$ cat src/rtl/ovl_pkg.sv
// Package ovl_pkg
// Shared constants and the size decoder used by the overlap detector.
// Assumes size codes are 3 bits wide and that the widest access is 16 bytes.
package ovl_pkg;
    localparam int SZ_W    = 3;   // width of a size code
    localparam int BYTES_W = 5;   // enough bits to hold 16

    // Turn a size code into a byte count; codes above 4 clamp to 16 bytes.
    function automatic logic [BYTES_W-1:0] size_bytes(input logic [SZ_W-1:0] code);
        logic [BYTES_W-1:0] b;
        case (code)
            3'd0:    b = 5'd1;
            3'd1:    b = 5'd2;
            3'd2:    b = 5'd4;
            3'd3:    b = 5'd8;
            default: b = 5'd16;
        endcase
        return b;
    endfunction
endpackage

$ cat src/rtl/ovl_entry_cmp.sv
// Module ovl_entry_cmp
// Compares one tracked store against the load query and flags a possible overlap.
// Assumes operand bit VAL_W is the constant flag and the low VAL_W bits are the tag or value.
// Contains no state; the result is valid in the same cycle as its inputs.
module ovl_entry_cmp
    import ovl_pkg::*;
#(
    parameter int VAL_W = 8,
    localparam int OP_W  = VAL_W + 1,
    localparam int SUM_W = VAL_W + BYTES_W
) (
    input  logic            ent_vld,
    input  logic [OP_W-1:0] s_op1,
    input  logic [OP_W-1:0] s_op2,
    input  logic [SZ_W-1:0] s_size,
    input  logic [OP_W-1:0] l_op1,
    input  logic [OP_W-1:0] l_op2,
    input  logic [SZ_W-1:0] l_size,
    output logic            match
);
    logic             same_order;
    logic             swapped;
    logic             offs_rule;
    logic [SUM_W-1:0] s_ofs;
    logic [SUM_W-1:0] l_ofs;
    logic [SUM_W-1:0] s_end;
    logic [SUM_W-1:0] l_end;
    logic             ranges_meet;

    // Symbolic checks: operands equal in the same order or exchanged.
    always_comb begin
        same_order = (l_op1 == s_op1) && (l_op2 == s_op2);
        swapped    = (l_op1 == s_op2) && (l_op2 == s_op1);
        offs_rule  = (l_op2 == s_op2) && s_op1[VAL_W] && l_op1[VAL_W];
    end

    // Byte-range test on constant offsets, computed wide enough not to wrap.
    always_comb begin
        s_ofs = SUM_W'(s_op1[VAL_W-1:0]);
        l_ofs = SUM_W'(l_op1[VAL_W-1:0]);
        s_end = s_ofs + SUM_W'(size_bytes(s_size));
        l_end = l_ofs + SUM_W'(size_bytes(l_size));
        if (s_ofs < l_ofs) ranges_meet = (s_end > l_ofs);
        else               ranges_meet = (l_end > s_ofs);
    end

    // Combine the three tests; an invalid slot never matches.
    always_comb begin
        match = ent_vld && (same_order || swapped || (offs_rule && ranges_meet));
    end
endmodule

$ cat src/rtl/ovl_store_table.sv
// Module ovl_store_table
// Holds the stores recorded in the current dispatch group, appended in arrival order.
// Assumes a clear in the same cycle as a record wins, and a record while full is dropped
// and latched as a sticky overflow. Reset is synchronous and active low.
module ovl_store_table
    import ovl_pkg::*;
#(
    parameter int ENTRIES = 4,
    parameter int VAL_W   = 8,
    localparam int OP_W   = VAL_W + 1,
    localparam int CNT_W  = $clog2(ENTRIES + 1)
) (
    input  logic             clk,
    input  logic             rst_n,
    input  logic             rec_i,
    input  logic [OP_W-1:0]  op1_i,
    input  logic [OP_W-1:0]  op2_i,
    input  logic [SZ_W-1:0]  size_i,
    input  logic             clr_i,
    output logic [OP_W-1:0]  ent_op1 [ENTRIES],
    output logic [OP_W-1:0]  ent_op2 [ENTRIES],
    output logic [SZ_W-1:0]  ent_size[ENTRIES],
    output logic [ENTRIES-1:0] ent_vld,
    output logic [CNT_W-1:0] cnt_o,
    output logic             ovf_o
);
    logic [CNT_W-1:0] cnt_q;
    logic             ovf_q;
    logic             full;
    logic             do_append;

    // Decide whether this cycle's record strobe is accepted.
    always_comb begin
        full      = (cnt_q == CNT_W'(ENTRIES));
        do_append = rec_i && !clr_i && !full;
    end

    // Occupancy counter and sticky overflow flag.
    always_ff @(posedge clk) begin
        if (!rst_n) begin
            cnt_q <= '0;
            ovf_q <= 1'b0;
        end else if (clr_i) begin
            cnt_q <= '0;
            ovf_q <= 1'b0;
        end else if (rec_i) begin
            if (full) ovf_q <= 1'b1;
            else      cnt_q <= cnt_q + CNT_W'(1);
        end
    end

    for (genvar i = 0; i < ENTRIES; i++) begin : g_slot
        // Capture the store into the slot addressed by the current count.
        always_ff @(posedge clk) begin
            if (!rst_n) begin
                ent_op1[i]  <= '0;
                ent_op2[i]  <= '0;
                ent_size[i] <= '0;
            end else if (do_append && (cnt_q == CNT_W'(i))) begin
                ent_op1[i]  <= op1_i;
                ent_op2[i]  <= op2_i;
                ent_size[i] <= size_i;
            end
        end

        // A slot counts as live only below the occupancy count.
        always_comb begin
            ent_vld[i] = (CNT_W'(i) < cnt_q);
        end
    end

    assign cnt_o = cnt_q;
    assign ovf_o = ovf_q;

    // occupancy never exceeds the table depth.
    p_cnt_bound_r8: assert property (@(posedge clk) disable iff (!rst_n)
        cnt_q <= CNT_W'(ENTRIES));

    // an accepted record grows the count by exactly one.
    p_append_r6: assert property (@(posedge clk) disable iff (!rst_n)
        (rec_i && !clr_i && cnt_q != CNT_W'(ENTRIES)) |=> (cnt_q == $past(cnt_q) + CNT_W'(1)));

    // a clear empties the table and drops the overflow flag.
    p_clear_r7: assert property (@(posedge clk) disable iff (!rst_n)
        clr_i |=> (cnt_q == '0 && !ovf_q));

    // a record into a full table leaves the count alone and raises overflow.
    p_full_drop_r8: assert property (@(posedge clk) disable iff (!rst_n)
        (rec_i && !clr_i && cnt_q == CNT_W'(ENTRIES)) |=> (ovf_q && $stable(cnt_q)));

    // overflow stays set until a clear.
    p_ovf_sticky_r8: assert property (@(posedge clk) disable iff (!rst_n)
        (ovf_q && !clr_i) |=> ovf_q);
endmodule

$ cat src/rtl/ovl_detect.sv
// Module ovl_detect
// Top level of the in-group store-load overlap detector: a store table plus one
// comparator per slot, with the per-slot results ORed into a single hit.
// Assumes the scheduler pulses grp_clr at every dispatch-group boundary.
module ovl_detect
    import ovl_pkg::*;
#(
    parameter int ENTRIES = 4,
    parameter int VAL_W   = 8,
    localparam int OP_W   = VAL_W + 1,
    localparam int CNT_W  = $clog2(ENTRIES + 1)
) (
    input  logic             clk,
    input  logic             rst_n,
    input  logic             st_rec,
    input  logic [OP_W-1:0]  st_op1,
    input  logic [OP_W-1:0]  st_op2,
    input  logic [SZ_W-1:0]  st_size,
    input  logic             grp_clr,
    input  logic             ld_vld,
    input  logic [OP_W-1:0]  ld_op1,
    input  logic [OP_W-1:0]  ld_op2,
    input  logic [SZ_W-1:0]  ld_size,
    output logic             hit,
    output logic [CNT_W-1:0] st_cnt,
    output logic             overflow
);
    logic [OP_W-1:0]    tbl_op1 [ENTRIES];
    logic [OP_W-1:0]    tbl_op2 [ENTRIES];
    logic [SZ_W-1:0]    tbl_size[ENTRIES];
    logic [ENTRIES-1:0] tbl_vld;
    logic [ENTRIES-1:0] slot_hit;

    ovl_store_table #(.ENTRIES(ENTRIES), .VAL_W(VAL_W)) u_table (
        .clk      (clk),
        .rst_n    (rst_n),
        .rec_i    (st_rec),
        .op1_i    (st_op1),
        .op2_i    (st_op2),
        .size_i   (st_size),
        .clr_i    (grp_clr),
        .ent_op1  (tbl_op1),
        .ent_op2  (tbl_op2),
        .ent_size (tbl_size),
        .ent_vld  (tbl_vld),
        .cnt_o    (st_cnt),
        .ovf_o    (overflow)
    );

    for (genvar i = 0; i < ENTRIES; i++) begin : g_cmp
        ovl_entry_cmp #(.VAL_W(VAL_W)) u_cmp (
            .ent_vld (tbl_vld[i]),
            .s_op1   (tbl_op1[i]),
            .s_op2   (tbl_op2[i]),
            .s_size  (tbl_size[i]),
            .l_op1   (ld_op1),
            .l_op2   (ld_op2),
            .l_size  (ld_size),
            .match   (slot_hit[i])
        );
    end

    // Reduce per-slot results and gate with the query valid.
    always_comb begin
        hit = ld_vld && (|slot_hit);
    end

    // no hit without a query or with an empty table.
    p_hit_needs_entry_r9: assert property (@(posedge clk) disable iff (!rst_n)
        hit |-> (ld_vld && st_cnt != '0));

    // slot validity is a contiguous run from slot 0.
    p_vld_contig_r9: assert property (@(posedge clk) disable iff (!rst_n)
        $countones(tbl_vld) == int'(st_cnt));
endmodule

$ cat config.mk
export PLATFORM = sky130hd
export DESIGN_NAME = ovl_detect
export DESIGN_NICKNAME = d
export VERILOG_FILES = /design/src/rtl/ovl_pkg.sv /design/src/rtl/ovl_entry_cmp.sv /design/src/rtl/ovl_store_table.sv /design/src/rtl/ovl_detect.sv
export SDC_FILE = /design/constraint.sdc
export NUM_CORES = 1
export LEC_CHECK = 0
export BUFFER_PORTS_ARGS = -buffer_cell sky130_fd_sc_hd__buf_2
export CORE_MARGIN = 2
export CORE_UTILIZATION = 35
export CTS_BUF_LIST = sky130_fd_sc_hd__clkbuf_4 sky130_fd_sc_hd__clkbuf_8
export DETAILED_ROUTE_END_ITERATION = 10
export PLACE_DENSITY = 0.51
export SLEW_MARGIN = 15
export SYNTH_ARGS = -nofsm -noshare
export SYNTH_HDL_FRONTEND = slang
export SYNTH_SLANG_ARGS = --single-unit
$ cat constraint.sdc
create_clock -name clk -period 4.44 [get_ports clk]
set_input_delay 0.222 -clock clk [delete_from_list [all_inputs] [get_ports clk]]
set_output_delay 0.222 -clock clk [all_outputs]
set_load 0.1 [all_outputs]
# Word level (Yosys, flattened, before mapping)
# Cells that the tools add are included.
[word_totals]
register_bits = 88
out_inout_bits = 5
wordCells = 133
[classes]
n_addsub = 6
order_cmp = 16
eq_ne = 35
mux = 9
bitwise = 2
n_reduce_logical = 51
[op_table]
columns = ["op", "n"]
rows = [
  ["9-bit equality test", 16],
  ["5-bit case mux with 4 select lines", 5],
  ["13-bit by 8-bit greater-than comparator with 1-bit output", 6],
  ["8-bit by 5-bit adder with 9-bit output", 5],
  ["3-bit by 2-bit equality test with 1-bit output, second input constant", 12],
  ["8-bit less-than comparator", 4],
  ["1-bit logical AND", 31],
  ["3-bit by 1-bit equality test with 1-bit output, second input constant", 6],
  ["9-bit by 8-bit greater-than comparator with 1-bit output", 2],
  ["3-bit zero test", 6],
  ["1-bit logical OR", 8],
  ["1-bit by 3-bit less-than comparator with 1-bit output, first input constant", 2],
  ["2-bit by 3-bit less-than comparator with 1-bit output, first input constant", 2],
  ["1-bit 2-to-1 mux", 4],
  ["2-bit AND reduction", 2],
  ["4-bit OR reduction", 1],
  ["3-bit by 1-bit adder with 3-bit output, second input constant", 1],
  ["3-bit equality test, second input constant", 1],
  ["1-bit zero test", 2],
  ["1-bit inverter", 2],
  ["2-bit OR reduction", 1],
]

# Logic depth before layout (Yosys ltp)
# Gate-level depths: netlist (run 1).
[logic_depth]
word_depth = 10
mapped_depth = 19
ltp_nobuf = 19

# Hierarchy
# A second synthesis (run 1) with hierarchy kept.
[unflattened]
cells_unflattened = 1063
hier_area_um2 = 8889.8
[modules_own_cells]
columns = ["module", "instances", "cells_each", "area_each_um2", "seq_area_each_um2"]
rows = [
  ["ovl_store_table", 1, 330, 3186.8, 1761.7],
  ["ovl_entry_cmp at g_cmp[2].u_cmp ...", 2, 183, 1422.6, 0.0],
  ["ovl_entry_cmp at g_cmp[1].u_cmp", 1, 183, 1430.1, 0.0],
  ["ovl_entry_cmp at g_cmp[0].u_cmp", 1, 183, 1416.4, 0.0],
  ["ovl_detect", 1, 1, 11.3, 0.0],
]

# Worst setup path after synthesis (run 1)
# No wires, ideal clock.
[synth_timing]
kind = "register to output"
start = "register u_table.ent_size[11] in the netlist's numbering"
end = "output hit"
t_arrival_ns = 3.665
t_required_ns = 4.218
slack_ns = 0.553
stages_incl_launch_ff = 19
path_buffers = 0
cell_sequence = "dfxtp_1 > nor3_1 > ha_1 > inv_1 > fa_1 > nor2b_1 > o21a_1 > o21ai_1 > nand2b_1 > nand2_1 > xnor2_1 > ha_1 > nand3_1 > a21oi_1 > a211oi_1 > a2bb2oi_1 > o311ai_0 > a41oi_1 > o211ai_2"
[synth_between]
elab_chain_len = 10
elab_cells_between_ends = 13
cone_classes = "add/sub: 1; order compare: 1; eq/ne: 3; mux: 2; reduce/logical: 6"
[synth_rtl]
columns = ["item", "line_no", "source"]
rows = [
  ["from (decl)", "ovl_store_table.sv:22", "output logic [SZ_W-1:0] ent_size[ENTRIES],"],
  ["from (signal, indexed assignment)", "ovl_store_table.sv:62", "ent_size[i] <= size_i;"],
  ["3-bit by 2-bit equality test with 1-bit output (tied with other cells)", "ovl_pkg.sv:11", "case (code)"],
  ["5-bit case mux with 4 select lines *", "ovl_pkg.sv:11", ""],
  ["8-bit by 5-bit adder with 9-bit output *", "ovl_entry_cmp.sv:41", "s_end = s_ofs + SUM_W'(size_bytes(s_size));"],
  ["13-bit by 8-bit greater-than comparator with 1-bit output *", "ovl_entry_cmp.sv:43", "if (s_ofs < l_ofs) ranges_meet = (s_end > l_ofs);"],
  ["1-bit 2-to-1 mux *", "ovl_entry_cmp.sv:43", ""],
  ["1-bit logical AND *", "ovl_entry_cmp.sv:49", "match = ent_vld && (same_order || swapped || (offs_rule && ranges_meet));"],
  ["1-bit logical OR *", "ovl_entry_cmp.sv:49", ""],
  ["1-bit logical AND *", "ovl_entry_cmp.sv:49", ""],
  ["4-bit OR reduction *", "ovl_detect.sv:65", "hit = ld_vld && (|slot_hit);"],
  ["1-bit logical AND *", "ovl_detect.sv:65", ""],
  ["to (decl)", "ovl_detect.sv:24", "output logic hit,"],
]
# Mark *: on every way between the ends. The rest lies on a longest branch, timed or not.

# Worst setup path in the final report (run 1)
[layout_timing]
start = "register u_table.ent_size[0] in the netlist's numbering"
end = "output hit"
# The elaborated chain is that of the path after synthesis.

==> results of run 1 <==
==> worst paths after layout <==
check,from,to
min,st_op2[6],u_table.ent_op2[33]$_SDFFE_PN0P_
max reg2reg,u_table.cnt_o[2]$_SDFFE_PP0P_,u_table.ent_op2[7]$_SDFFE_PN0P_
max,u_table.ent_size[0]$_SDFFE_PN0P_,hit
min reg2reg,u_table.ovf_o$_SDFFE_PP0P_,u_table.ovf_o$_SDFFE_PP0P_
==> area by class of cell <==
class | instances | share of cell area
clock buffer | 10 | 0.01487
multi-input combinational | 823 | 0.6633
sequential | 88 | 0.1910
timing repair buffer | 76 | 0.04949
inverter | 76 | 0.03083
tap | 319 | 0.04313
clock inverter | 6 | 0.007301
==> cells in the mapped netlist (3+ instances only) <==
cell       instances  share of area
nand2_1          191          0.087
ha_1             124           0.19
dfxtp_1           88           0.21
a21boi_1          80          0.072
inv_1             76          0.034
xnor2_1           76          0.080
xor2_1            64          0.068
a21oi_1           44          0.027
clkbuf_1          33          0.015
nor2_1            26          0.012
nand3_1           25          0.015
nand4_1           20          0.015
a21o_1            19          0.017
nor3_1            18          0.011
nor4_1            15          0.011
nor2b_1           12         0.0091
o21ai_0            8         0.0048
o21bai_1           8         0.0072
buf_2              7         0.0042
o2111ai_1          6         0.0063
o21a_1             6         0.0054
a21boi_0           5         0.0045
and3b_1            5         0.0053
fa_1               5          0.012
nor3b_1            5         0.0045
o21ai_1            5         0.0030
a31oi_1            4         0.0030
buf_6              4         0.0054
a2111oi_0          3         0.0032
a211oi_1           3         0.0027
and3_1             3         0.0023
buf_4              3         0.0027
nand2b_1           3         0.0023
o31ai_1            3         0.0027
==> per-stage QoR <==
stage	std cells	hold WS, ns	utilization	total power, mW	TNS, ns
floorplan	1034	0.3568	-	1.134	0
global placement	1379	0.4541	0.3805	1.284	0
detailed placement	1379	0.4503	0.3805	1.286	0
CTS	1395	0.09479	0.3925	1.890	0
global route	1398	0.1067	0.3966	1.978	-0.1344
finish	1398	0.1106	0.3966	1.874	0
==> kinds of logic (layout without fill, tap and decap cells) <==
group | Yosys count | after routing | share of synthesized area
fa+ha+maj | 129 | 129 | 0.1994
compound gates | 219 | 219 | 0.1891
buf+inv | 123 | 168 | 0.06177
xor+xnor | 140 | 140 | 0.1480
flops | 88 | 88 | 0.2127
simple gates | 334 | 334 | 0.1879
mux | 1 | 1 | 0.001208
==> power by group <==
group	total, mW	switching, mW	internal [mW]
Clock	0.600	0.322	0.278
Combinational	0.451	0.273	0.178
Sequential	0.823	0.0210	0.802
==> worst max-delay path, cell delays in order (launching register included) <==
cell	delay, ns
dfxtp_2	0.35
nor3_2	0.16
ha_2	0.19
inv_1	0.06
fa_2	0.37
nor2b_1	0.12
o21a_1	0.14
o21ai_1	0.09
a21oi_2	0.14
xnor2_1	0.13
ha_1	0.30
a2111oi_4	0.37
a31oi_2	0.15
o2111a_2	0.30
o311ai_4	0.26
a311o_1	0.23
o211ai_2	0.15
buf_12	0.21
==> state kept, by name, indices dropped and copies added, names as in the netlist <==
| signal | flops |
|---|---|
| u_table.ovf_o | 1 |
| u_table.ent_size | 12 |
| u_table.cnt_o | 3 |
| u_table.ent_op1 | 36 |
| u_table.ent_op2 | 36 |
==> per-layer routing <==
metal,wire [µm],share of wire,vias to the layer above
met5,0,0,-
met4,1092,0.040,0
met1,12830,0.47,3406
li1,-,-,3636
met3,1039,0.038,57
met2,12190,0.45,166
==> repair_timing <==
item	CTS	global route
pin swaps	6	12
endpoints found under the setup margin	1	1
endpoints found under the hold margin	0	0
gates resized for setup	18	18
setup buffers	0	3
==> cell usage in the layout (no fill, tap or decap), types with 4 or more instances in the layout <==
master     netlist  routed
nand2_1        191     191
ha_1           124     123
dfxtp_1         88      83
a21boi_1        80      80
inv_1           76      76
xnor2_1         76      76
xor2_1          64      64
buf_2            7      50
a21oi_1         44      35
nor2_1          26      26
nand3_1         25      25
buf_4            3      25
nand4_1         20      20
a21o_1          19      19
nor3_1          18      17
nor4_1          15      15
nor2b_1         12      12
a21oi_2          1      10
clkbuf_8         0      10
o21bai_1         8       8
o21ai_0          8       8
o21a_1           6       6
o2111ai_1        6       6
o21ai_1          5       5
and3b_1          5       5
nor3b_1          5       5
a21boi_0         5       5
dfxtp_2          0       5
fa_1             5       4
==> results.toml, run 1 <==
[timing]
finalSetupViolCount = 0
max_slew.worst_pin.slew_ns = 0.9731
slew_violations = 0
rsz0062_at_grt = "yes"
period_share = 0.9721
worst_clock_skew_ns = 0.01642
max_slew_margin = 0.3494
min_period_ns = 4.316
setup_ws_ns = 0.1240
hold_viol_final = 0
max_freq_mhz = 231.7

[grt]
track_usage = 0.2238
grt-busiest-layer = "met2"
grt_pass1_vias = 6972
met2_usage = 0.3654
grt_max_degree = 78
antenna_found_initial = 0
use_met3 = 0.02765
grt_overflow = 0
grt_use_met1 = 0.2972
grt_pass1_wl_um = 41190

[cts]
cts_root_buf = "clkbuf_8"
cts_max_path_buffers = 2
cts.clk_slew.worst_paths_ns = 0.10
htree_levels = 3
cts_made_buffers = 9
cts_sinks = 88
hold_buffers = 0
clk_latency_ns = 0.39
cts_tree = "built"

[yosys]
ys_types = 63
ys_warn_count = 0
ys_ff_latch = 88
synth_ff_type = "dfxtp_1"
synth-seq-area-share = 0.2127
synth_edf_count = 0
synth_nets = 1210
postSynthAreaPerCell_um2 = 8.012
syn-instance-count = 1034
netlist_area_um2 = 8284
ys_async_sr_fraction = 0

[die]
die_x_um = 157.8
ios = 52
core_um2 = 23330
die_h_um = 157.8
dieArea_um2 = 24920
start_util = 0.3551
rows = 56

[power]
leakagePower_nw = 3.944
ir_drop_mv = 0.1359
power_density_nw_per_um2 = 202.5

[route]
drc = 0
post_drt_wl_per_cell_um = 19.42
drt-total-wl_um = 27150
vias_per_cell = 5.197
firstDrtPassIters = 7
vias = 7265
drt_iter0_drc = 383
ant_nets = 0

[worst_setup_path]
end_kind = "primary output"
path_class = "reg -> out"
path_max_fanout = 5
cp_data_arrival_time_ns = 4.09
r2r_slack_ns = 2.02
reg2reg_depth = 4
cp-start-kind = "flip-flop"
crit_required_ns = 4.22

[placed_design]
io_buffers = 51
post-place-ws_ns = 0.05751
gp_congestion = 0.8806
place_area_um2 = 8877
hpwl_um = 20570

[cells_and_area]
area_growth_pct = 11.71
nNetsFinal = 1250
final_area_um2 = 9254
regArea_um2 = 1768
multi_input_area_um2 = 6138
diodes = 0
drive_gt1_frac = 0.1186
fill_cells = 2465

[hold_path]
hold_depth = 3
hold_path_class = "in -> reg"

[job]
drv_cap = 0

[outcome]
outcome = "finished, final reports clean"
Power figures use the tool's default switching activity.
==> inputs of run 2 (changes only) <==
--- a/config.mk
+++ b/config.mk
@@ -10,6 +10,7 @@
 export CORE_UTILIZATION = 35
 export CTS_BUF_LIST = sky130_fd_sc_hd__clkbuf_4 sky130_fd_sc_hd__clkbuf_8
 export DETAILED_ROUTE_END_ITERATION = 10
+export GPL_TIMING_DRIVEN = 0
 export PLACE_DENSITY = 0.51
 export SLEW_MARGIN = 15
 export SYNTH_ARGS = -nofsm -noshare
==> results.toml, run 2 (synthesis gave the netlist of run 1 again) <==
[power]
ir_drop_mv = 0.1577
switching_power_uw = 611.3
power_frac_seq = 0.429
power_density_nw_per_um2 = 204.5
power_frac_comb = 0.237
power.share.switching = 0.3188
p_clk_frac = 0.334
leakagePower_nw = 3.925
internal_power_mw = 1.306

[cells_and_area]
mostFrequentLayoutCell = "nand2_1"
area_growth_pct = 13.19
drive_gt1_frac = 0.1205
final_cell_mix = "nand2_1, ha_1, a21boi_1"
nNetsFinal = 1266
reg_top3 = "u_table.ent_op1 (36), u_table.ent_op2 (36), u_table.ent_size (12)"
multi_input_area_um2 = 6183
regArea_um2 = 1792
fill_cells = 2419
stdcell_count = 1414
post-route-util = 0.4019
diodes = 0
final_area_um2 = 9376

[grt]
antenna_found_initial = 0
track_usage = 0.2219
grt_max_degree = 16
grt_overflow = 0
grt_pass1_vias = 6849
grt_pass1_wl_um = 41030

[timing]
rsz0062_at_grt = "yes"
worst_clock_skew_ns = 0.01518
min_period_ns = 4.337
period_share = 0.9769
max_slew_margin = 0.4576
max_freq_mhz = 230.6
max_slew.worst_pin.slew_ns = 0.8136
hold_viol_final = 0
slew_violations = 0
finalSetupViolCount = 0

[die]
die_h_um = 157.8
die_x_um = 157.8
start_util = 0.3551
dieArea_um2 = 24920
rows = 56
ios = 52
core_um2 = 23330

[placed_design]
gp_congestion = 0.8647
place_area_um2 = 8874
dpl.cell_count = 1391
io_buffers = 38
hpwl_um = 21390

[cts]
cts_tree = "built"
cts_root_buf = "clkbuf_8"
cts_sinks = 88
cts_max_path_buffers = 2
cts_made_buffers = 9
clk_latency_ns = 0.37
cts.clk_slew.worst_paths_ns = 0.09
htree_levels = 3

[route]
firstDrtPassIters = 5
drc = 0
drt_iter0_drc = 553
drt-total-wl_um = 27370
ant_nets = 0
vias = 7257
vias_per_cell = 5.132
post_drt_wl_per_cell_um = 19.36

[worst_setup_path]
crit_required_ns = 4.22
crit_top_cell = "a21oi_1"
reg2reg_depth = 6
cp_data_arrival_time_ns = 4.12
path_class = "reg -> out"
cp_cell_sequence = "nor2_1 > nand2_1 > inv_1 > ha_1 > a21o_1 > a21oi_1 > o21bai_1 > a21oi_1 > nor2_1 > xnor2_1 > ha_1 > nand3_1 > a21oi_1 > a211oi_1 > a2bb2oi_1 > o311ai_2 > a41oi_2 > o211ai_2 > buf_12"
path_max_fanout = 5
cpMaxStageDelayCell = "dfxtp_2"
path_buf_inv = 2
r2r-start = "u_table.cnt_o[2]$_SDFFE_PP0P_"
crit_family = "compound AO/OA/AOI/OAI gates"
r2r_slack_ns = 2.22
rr_endpoint = "u_table.ent_op1[0]$_SDFFE_PN0P_"
end_kind = "primary output"
slowest_delay_ns = 0.43
cp-start-kind = "flip-flop"

[job]
drv_cap = 0

[hold_path]
min_from = "st_op2[3]"
hold_path_class = "in -> reg"
hold_depth = 3
whs_endpoint = "u_table.ent_op2[21]$_SDFFE_PN0P_"

[outcome]
outcome = "finished, final reports clean"
[run 2: cell count changes in the layout (fill, tap and decap cells not counted), sizes merged]
cell	previous run	this run
clkinvlp	2	3
inv	77	76
clkbuf	10	44
bufinv	1	2
clkinv	2	1
buf	76	58
[run 2: worst register-to-register path, stage by stage, from the launching register on]
cell and delay (ns):
dfxtp_1 0.32, clkbuf_1 0.28, nor3b_2 0.55, and3_1 0.33, clkbuf_1 0.37, nand2_1 0.16
a21boi_1 0.14
[run 2: per-layer routing]
metal / wire, µm / GRT usage
met1: 13110 / 0.3069
met2: 12720 / 0.3741
met3: 1086 / 0.02026
met4: 452 / 0.04848
met5: 0 / 0
[run 2: timing repair]
action | CTS | global route
setup endpoints to repair | 1 | 1
gates resized for setup | 31 | 36
hold buffers | 0 | 0
buffers inserted | 4 | 3
pin swaps | 12 | 14
[run 2: how the worst max path moves through the flow]
stage / from / endpoint / slack, ns / cells past startpoint
3_5_place_dp: ld_op1[1] / hit / -0.49 / 18
4_1_cts: u_table.ent_size[0]$_SDFFE_PN0P_ / hit / 0.007 / 17
6_report: u_table.ent_size[10]$_SDFFE_PN0P_ / hit / 0.10 / 19
3_3_place_gp: ld_op1[1] / hit / -0.51 / 18
2_1_floorplan: u_table.ent_size[11]$_SDFFE_PN0P_ / hit / 0.55 / 18
5_1_grt: u_table.ent_size[8]$_SDFFE_PN0P_ / hit / -0.09 / 18
[run 2: power by group through the flow]
stage,combinational [mW],sequential [mW],clock [mW]
after floorplan,0.297,0.838,0
after global placement,0.437,0.842,0
after detailed placement,0.440,0.842,0
after CTS,0.448,0.823,0.654
after global routing,0.504,0.824,0.683
final,0.454,0.823,0.641
[run 2: metrics by stage]
step / hold slack (ns) / worst slack, ns / TNS, ns / total power [mW]
floorplan: 0.3568 / 0.5529 / 0 / 1.134
global placement: 0.4565 / -0.5090 / -0.5090 / 1.279
detailed placement: 0.4653 / -0.4874 / -0.4874 / 1.282
CTS: 0.1203 / 0.006807 / 0 / 1.925
global route: 0.1276 / -0.08721 / -0.08721 / 2.012
finish: 0.1307 / 0.1027 / 0 / 1.917
[run 2: cell type report]
cell class	count	share of cell area
repair buffers	45	0.02776
clock inverters	6	0.009875
multi-input cells	823	0.6595
flip-flops and latches	88	0.1911
plain buffers	47	0.02442
well taps	319	0.04257
inverters	76	0.03082
clock buffers	10	0.01401
